## src/rtl/irqc_pkg.sv

```systemverilog
package irqc_pkg;
  localparam int MW_APPLY = 3;
  localparam int MW_CLR75 = 4;
  localparam int MW_SOE   = 6;
  localparam int MW_SOD   = 7;
  localparam int NSRC     = 5;
  localparam int S_TRAP = 0;
  localparam int S_R75  = 1;
  localparam int S_R65  = 2;
  localparam int S_R55  = 3;
  localparam int S_GEN  = 4;
endpackage

```

## src/rtl/irqc_edge_flop.sv

```systemverilog
module irqc_edge_flop (
  input  logic clk,
  input  logic rst_n,
  input  logic din,
  input  logic clr,
  output logic q
);
  logic prev;
  always_ff @(posedge clk) begin
    if (!rst_n) begin
      prev <= 1'b0;
      q    <= 1'b0;
    end else begin
      prev <= din;
      if (din && !prev) q <= 1'b1;
      else if (clr)     q <= 1'b0;
    end
  end

  AST_EDGE_HOLD: assert property (@(posedge clk) disable iff (!rst_n)
    q && !clr |=> q);
endmodule

```

## src/rtl/irqc_trap_qual.sv

```systemverilog
module irqc_trap_qual (
  input  logic clk,
  input  logic rst_n,
  input  logic trap_in,
  input  logic taken,
  output logic req
);
  logic prev, lat;
  always_ff @(posedge clk) begin
    if (!rst_n) begin
      prev <= 1'b0;
      lat  <= 1'b0;
    end else begin
      prev <= trap_in;
      if (trap_in && !prev)      lat <= 1'b1;
      else if (!trap_in || taken) lat <= 1'b0;
    end
  end
  assign req = lat & trap_in;

  AST_TRAP_ONCE: assert property (@(posedge clk) disable iff (!rst_n)
    taken |=> !req);
endmodule

```

## src/rtl/irqc_ctl_regs.sv

```systemverilog
module irqc_ctl_regs
  import irqc_pkg::*;
#(
  parameter int NUM_MASK = 3,
  parameter int BYTE_W   = 8
) (
  input  logic                clk,
  input  logic                rst_n,
  input  logic                wr_valid,
  input  logic [BYTE_W-1:0]   wr_data,
  input  logic                en_cmd,
  input  logic                dis_cmd,
  input  logic                insn_done,
  input  logic                accept,
  output logic [NUM_MASK-1:0] mask,
  output logic                ie,
  output logic                clr75,
  output logic                sout
);
  logic armed;

  always_ff @(posedge clk) begin
    if (!rst_n) begin
      mask  <= '1;
      ie    <= 1'b0;
      armed <= 1'b0;
      sout  <= 1'b0;
    end else begin
      if (wr_valid && wr_data[MW_APPLY]) mask <= wr_data[NUM_MASK-1:0];
      if (wr_valid && wr_data[MW_SOE])   sout <= wr_data[MW_SOD];
      if (accept || dis_cmd) begin
        ie    <= 1'b0;
        armed <= 1'b0;
      end else if (en_cmd) begin
        armed <= 1'b1;
      end else if (armed && insn_done) begin
        ie    <= 1'b1;
        armed <= 1'b0;
      end
    end
  end

  assign clr75 = wr_valid & wr_data[MW_CLR75];

  AST_MASK_KEEP: assert property (@(posedge clk) disable iff (!rst_n)
    !(wr_valid && wr_data[MW_APPLY]) |=> $stable(mask));
  AST_IE_LATE: assert property (@(posedge clk) disable iff (!rst_n)
    $rose(ie) |-> $past(insn_done) && !$past(en_cmd));
  AST_ACCEPT_IE: assert property (@(posedge clk) disable iff (!rst_n)
    accept |=> !ie);
endmodule

```

## src/rtl/irqc_prio.sv

```systemverilog
module irqc_prio #(
  parameter int N = 5
) (
  input  logic [N-1:0] cand,
  output logic [N-1:0] sel,
  output logic         any
);
  logic [N:0] seen;
  assign seen[0] = 1'b0;
  for (genvar i = 0; i < N; i++) begin : g_stage
    assign sel[i]    = cand[i] & ~seen[i];
    assign seen[i+1] = seen[i] | cand[i];
  end
  assign any = seen[N];
endmodule

```

## src/rtl/vec_irq_ctrl.sv

```systemverilog
module vec_irq_ctrl
  import irqc_pkg::*;
#(
  parameter int          ADDR_W   = 16,
  parameter logic [15:0] VEC_BASE = 16'h0024,
  parameter logic [15:0] VEC_STEP = 16'h0008
) (
  input  logic              clk,
  input  logic              rst_n,
  input  logic              trap_in,
  input  logic              r55_in,
  input  logic              r65_in,
  input  logic              r75_in,
  input  logic              ext_req_in,
  output logic              ext_ack_out,
  input  logic              mw_valid,
  input  logic [7:0]        mw_data,
  input  logic              en_cmd,
  input  logic              dis_cmd,
  input  logic              insn_done,
  input  logic              take,
  input  logic              ser_in,
  output logic              ser_out,
  output logic [7:0]        status_out,
  output logic              irq_req,
  output logic [ADDR_W-1:0] irq_vec,
  output logic              irq_ext
);
  localparam int NUM_MASK = 3;

  logic [NUM_MASK-1:0] mask;
  logic                ie, clr75, p75, trap_req, accept;
  logic [NSRC-1:0]     cand, sel;

  assign accept = take & irq_req;

  irqc_ctl_regs #(.NUM_MASK(NUM_MASK), .BYTE_W(8)) u_regs (
    .clk(clk), .rst_n(rst_n), .wr_valid(mw_valid), .wr_data(mw_data),
    .en_cmd(en_cmd), .dis_cmd(dis_cmd), .insn_done(insn_done),
    .accept(accept), .mask(mask), .ie(ie), .clr75(clr75), .sout(ser_out)
  );

  irqc_edge_flop u_r75 (
    .clk(clk), .rst_n(rst_n), .din(r75_in),
    .clr(clr75 | (accept & sel[S_R75])), .q(p75)
  );

  irqc_trap_qual u_trap (
    .clk(clk), .rst_n(rst_n), .trap_in(trap_in),
    .taken(accept & sel[S_TRAP]), .req(trap_req)
  );

  assign cand[S_TRAP] = trap_req;
  assign cand[S_R75]  = ie & ~mask[2] & p75;
  assign cand[S_R65]  = ie & ~mask[1] & r65_in;
  assign cand[S_R55]  = ie & ~mask[0] & r55_in;
  assign cand[S_GEN]  = ie & ext_req_in;

  irqc_prio #(.N(NSRC)) u_prio (.cand(cand), .sel(sel), .any(irq_req));

  // restart slot: trap 0, 5.5 1, 6.5 2, 7.5 3
  always_comb begin
    logic [15:0] slot;
    slot = 16'd0;
    if (sel[S_R55]) slot = 16'd1;
    if (sel[S_R65]) slot = 16'd2;
    if (sel[S_R75]) slot = 16'd3;
    if (irq_req && !sel[S_GEN]) irq_vec = ADDR_W'(VEC_BASE + VEC_STEP * slot);
    else                        irq_vec = '0;
  end

  assign irq_ext     = sel[S_GEN];
  assign ext_ack_out = accept & sel[S_GEN];
  assign status_out  = {ser_in, p75, r65_in, r55_in, ie, mask};

  AST_ONE_WINNER: assert property (@(posedge clk) disable iff (!rst_n)
    $onehot0(sel));
  AST_TRAP_FIRST: assert property (@(posedge clk) disable iff (!rst_n)
    trap_req |-> irq_req && irq_vec == ADDR_W'(VEC_BASE));
  AST_ACK_EXT: assert property (@(posedge clk) disable iff (!rst_n)
    ext_ack_out |-> irq_ext && take);
  AST_GATED: assert property (@(posedge clk) disable iff (!rst_n)
    !ie && !trap_req |-> !irq_req);
endmodule

```

## config.mk

```make
export PLATFORM = sky130hd
export DESIGN_NAME = vec_irq_ctrl
export DESIGN_NICKNAME = d
export VERILOG_FILES = /design/src/rtl/irqc_pkg.sv /design/src/rtl/irqc_edge_flop.sv /design/src/rtl/irqc_trap_qual.sv /design/src/rtl/irqc_ctl_regs.sv /design/src/rtl/irqc_prio.sv /design/src/rtl/vec_irq_ctrl.sv
export SDC_FILE = /design/constraint.sdc
export NUM_CORES = 1
export LEC_CHECK = 0
export ABC_CLOCK_PERIOD_IN_PS = 1500
export BUFFER_PORTS_ARGS = -buffer_cell sky130_fd_sc_hd__buf_2
export CELL_PAD_IN_SITES_DETAIL_PLACEMENT = 1
export CELL_PAD_IN_SITES_GLOBAL_PLACEMENT = 1
export CORE_UTILIZATION = 24
export CTS_CLUSTER_DIAMETER = 100
export DETAILED_ROUTE_END_ITERATION = 12
export PLACE_DENSITY_LB_ADDON = 0.2
export SLEW_MARGIN = 20
export SYNTH_ARGS = -nofsm -noshare
export SYNTH_HDL_FRONTEND = slang
export SYNTH_HIERARCHICAL = 1
export SYNTH_SLANG_ARGS = --single-unit
export TNS_END_PERCENT = 50
```

## constraint.sdc

```tcl
create_clock -name clk -period 1.5 [get_ports clk]
set_clock_uncertainty 0.05 [all_clocks]
set_input_delay 0.225 -clock clk [delete_from_list [all_inputs] [get_ports clk]]
set_output_delay 0.225 -clock clk [all_outputs]
set_load 0.02 [all_outputs]
```

==> flow_summary.toml <==
[outcome]
status = "complete, but fails checks"
violations = "setup timing"

[job]
drv_cap = 0

[clock_tree]
cts_buffer_depth = 2
cts_sinks = 10
clock-root-buffer = "clkbuf_4"
cts_tree = "done"
clk-insertion-delay-late_ns = 0.26
cts.clk_slew.worst_paths_ns = 0.06
hold_buffers = 0
cts_buffers = 3
htreeDepth = 1

[logic_synthesis]
syn_inst = 75
synth_seq_cells = 10
synth_top_area_cell = "dfxtp_1"
mappedNetlistArea_um2 = 676
synth_area_per_cell_um2 = 9.01
ys.warnings.count = 6
yosysSeqAreaShare_pct = 29.6
synthDistinctLibCells = 25
synth_top_area_share_pct = 29.6
yosys-top-cells-area = "dfxtp_1, buf_4, and3b_2, and3b_1, and2_1"

[global_route]
antenna_found_initial = 0
overflow = 0
grt_pass1_vias = 592
grt_usage_pct = 11.8
grt_max_degree = 10
grt_pass1_wl_mm = 2.48

[placed_design]
post-dp-hpwl_mm = 1.30
io_buffer_count = 33
placedCellCount = 143
gp_congestion = 0.652

[sta]
min_period_ns = 2.07
setup_ws_ns = -0.572
rsz0062_at_grt = "yes"
hold_violations = 0
post-route-period-util_pct = 138
report.final.slew_viol_count = 0
tns_ns = -3.64
setup_viol = 11
clock.fmax_mhz = 483

[finish]
drive_gt1_share_pct = 60.2
fill_cells = 323
multi_input_area_um2 = 410
area_growth_pct = 45.4
antennaDiodeCount = 0
nNetsFinal = 140
instances_no_fill = 148
seq_area_um2 = 209
fin_util_pct = 38.3

[routing]
drt-initial-drc-count = 3
dr_total_vias = 631
viasPerCell = 4.26
drt-wirelength-per-cell_um = 10.9
drt-pass1-iter-count = 2
wl_mm = 1.61
drc = 0
drtAntennaViolNets = 0

[floorplanning]
die_height_um = 55.1
fp-row-count = 18
coreArea_um2 = 2570
io_pins = 49
die_area_um2 = 3030
start_util_pct = 26.3
fp.dieW_um = 55.1

[setup_path]
crit_buf_inv = 1
cp.required_ns = 1.22
slowest_delay_ns = 0.34
crit_chain = "and3b_2 > nor4_4 > and2_4 > and2b_2 > o21a_4 > buf_6"
crit_slowest_cell = "dfxtp_4"
cp-end-kind = "primary output"
start_kind = "flop"
crit_arrival_ns = 1.80
critPathTopFamily = "simple AND/OR/NAND/NOR gates"
critPathMaxFanout = 4
crit_type = "reg2out"

[power_and_ir_drop]
power_mw = 0.667
ir_drop_mv = 0.369
p_per_area_nw_per_um2 = 679
leakage_nw = 0.547

[worst_hold_path]
hold_class = "in2reg"
## final timing paths
| kind | start | to | slack [ns] | depth (start not counted) |
|---|---|---|---|---|
| worst max register to register | u_regs/mask[1] | u_r75/q | -0.22 | 7 |
| worst max-delay path | u_regs/mask[1] | irq_vec[3] | -0.57 | 6 |
| worst min-delay path | r75_in | u_r75/prev | 0.13 | 2 |
| worst min register to register | u_trap/prev | u_trap/lat | 0.36 | 1 |
## final cells by class
type	count	area share (%)
timing repair buffer	47	29.4
sequential	10	21.3
clock buffer	4	3.69
tap	30	3.82
multi-input combinational	57	41.8
## synthesized netlist by cell type
library cell / number
and3b_1: 3
o211a_1: 2
a21oi_1: 3
and3_1: 2
nand2b_1: 4
nor4_2: 1
dfxtp_1: 10
buf_4: 19
nor2_1: 2
and2_1: 4
nand2_1: 1
nor4b_1: 1
a21boi_2: 2
o21a_1: 3
and3_2: 1
nor3b_1: 1
conb_1: 1
and2b_2: 1
and2_4: 2
and3b_2: 3
nor2b_1: 3
and2_2: 1
o21ai_1: 3
a21boi_0: 1
a21o_1: 1
## per-layer routing
layer | GRT usage [%] | part of all wire, % | vias up
li1 | - | - | 313
met1 | 13.0 | 41 | 288
met2 | 20.9 | 52 | 28
met4 | 7.50 | 0.81 | 0
met3 | 1.64 | 6.7 | 2
met5 | 0 | 0 | -
## cell families after synthesis
logic type             share of synthesized area (%)
buffers and inverters                           21.1
flip-flops                                      29.6
other                                          0.555
AO/OA/AOI/OAI                                   16.3
AND/OR/NAND/NOR                                 32.4
## where the power goes
| part | switching (mW) | internal (mW) |
|---|---|---|
| Clock | 0.0905 | 0.147 |
| Combinational | 0.0845 | 0.0629 |
| Sequential | 0.00527 | 0.277 |
| Total | 0.180 | 0.487 |
## cells in the final DEF (no fill, tap or decap), types with 2 or more instances in the layout
master / count
dfxtp_4: 2
a21boi_2: 2
a21oi_1: 3
conb_1: 12
dfxtp_1: 7
nor2b_1: 3
o21ai_1: 3
buf_6: 3
o21a_4: 2
o211a_1: 2
and2_1: 3
buf_2: 30
and2_4: 3
clkbuf_4: 3
and3b_2: 5
nand2b_1: 4
buf_4: 14
and3_1: 2
## metrics by stage
step	instance area, µm²	hold slack (ns)	worst slack, ns
after floorplan	746	0.254	-0.334
after global placement	900	0.349	-0.258
after detailed placement	900	0.361	-0.294
after CTS	980	0.116	-0.570
after global routing	982	0.149	-0.628
final	982	0.129	-0.572
## registers in the layout, summed over array words and instances (netlist names)
register      count
u_r75/prev        1
u_regs/mask       3
u_regs/armed      1
u_regs/ie         1
u_r75/q           1
u_trap/lat        1
u_regs/sout       1
u_trap/prev       1
## timing repair
item	CTS	global route
resized for setup	10	2
buffers inserted	1	0
endpoints found under the setup margin	11	11
pin swaps	3	3
(Power assumes the default switching activity.)
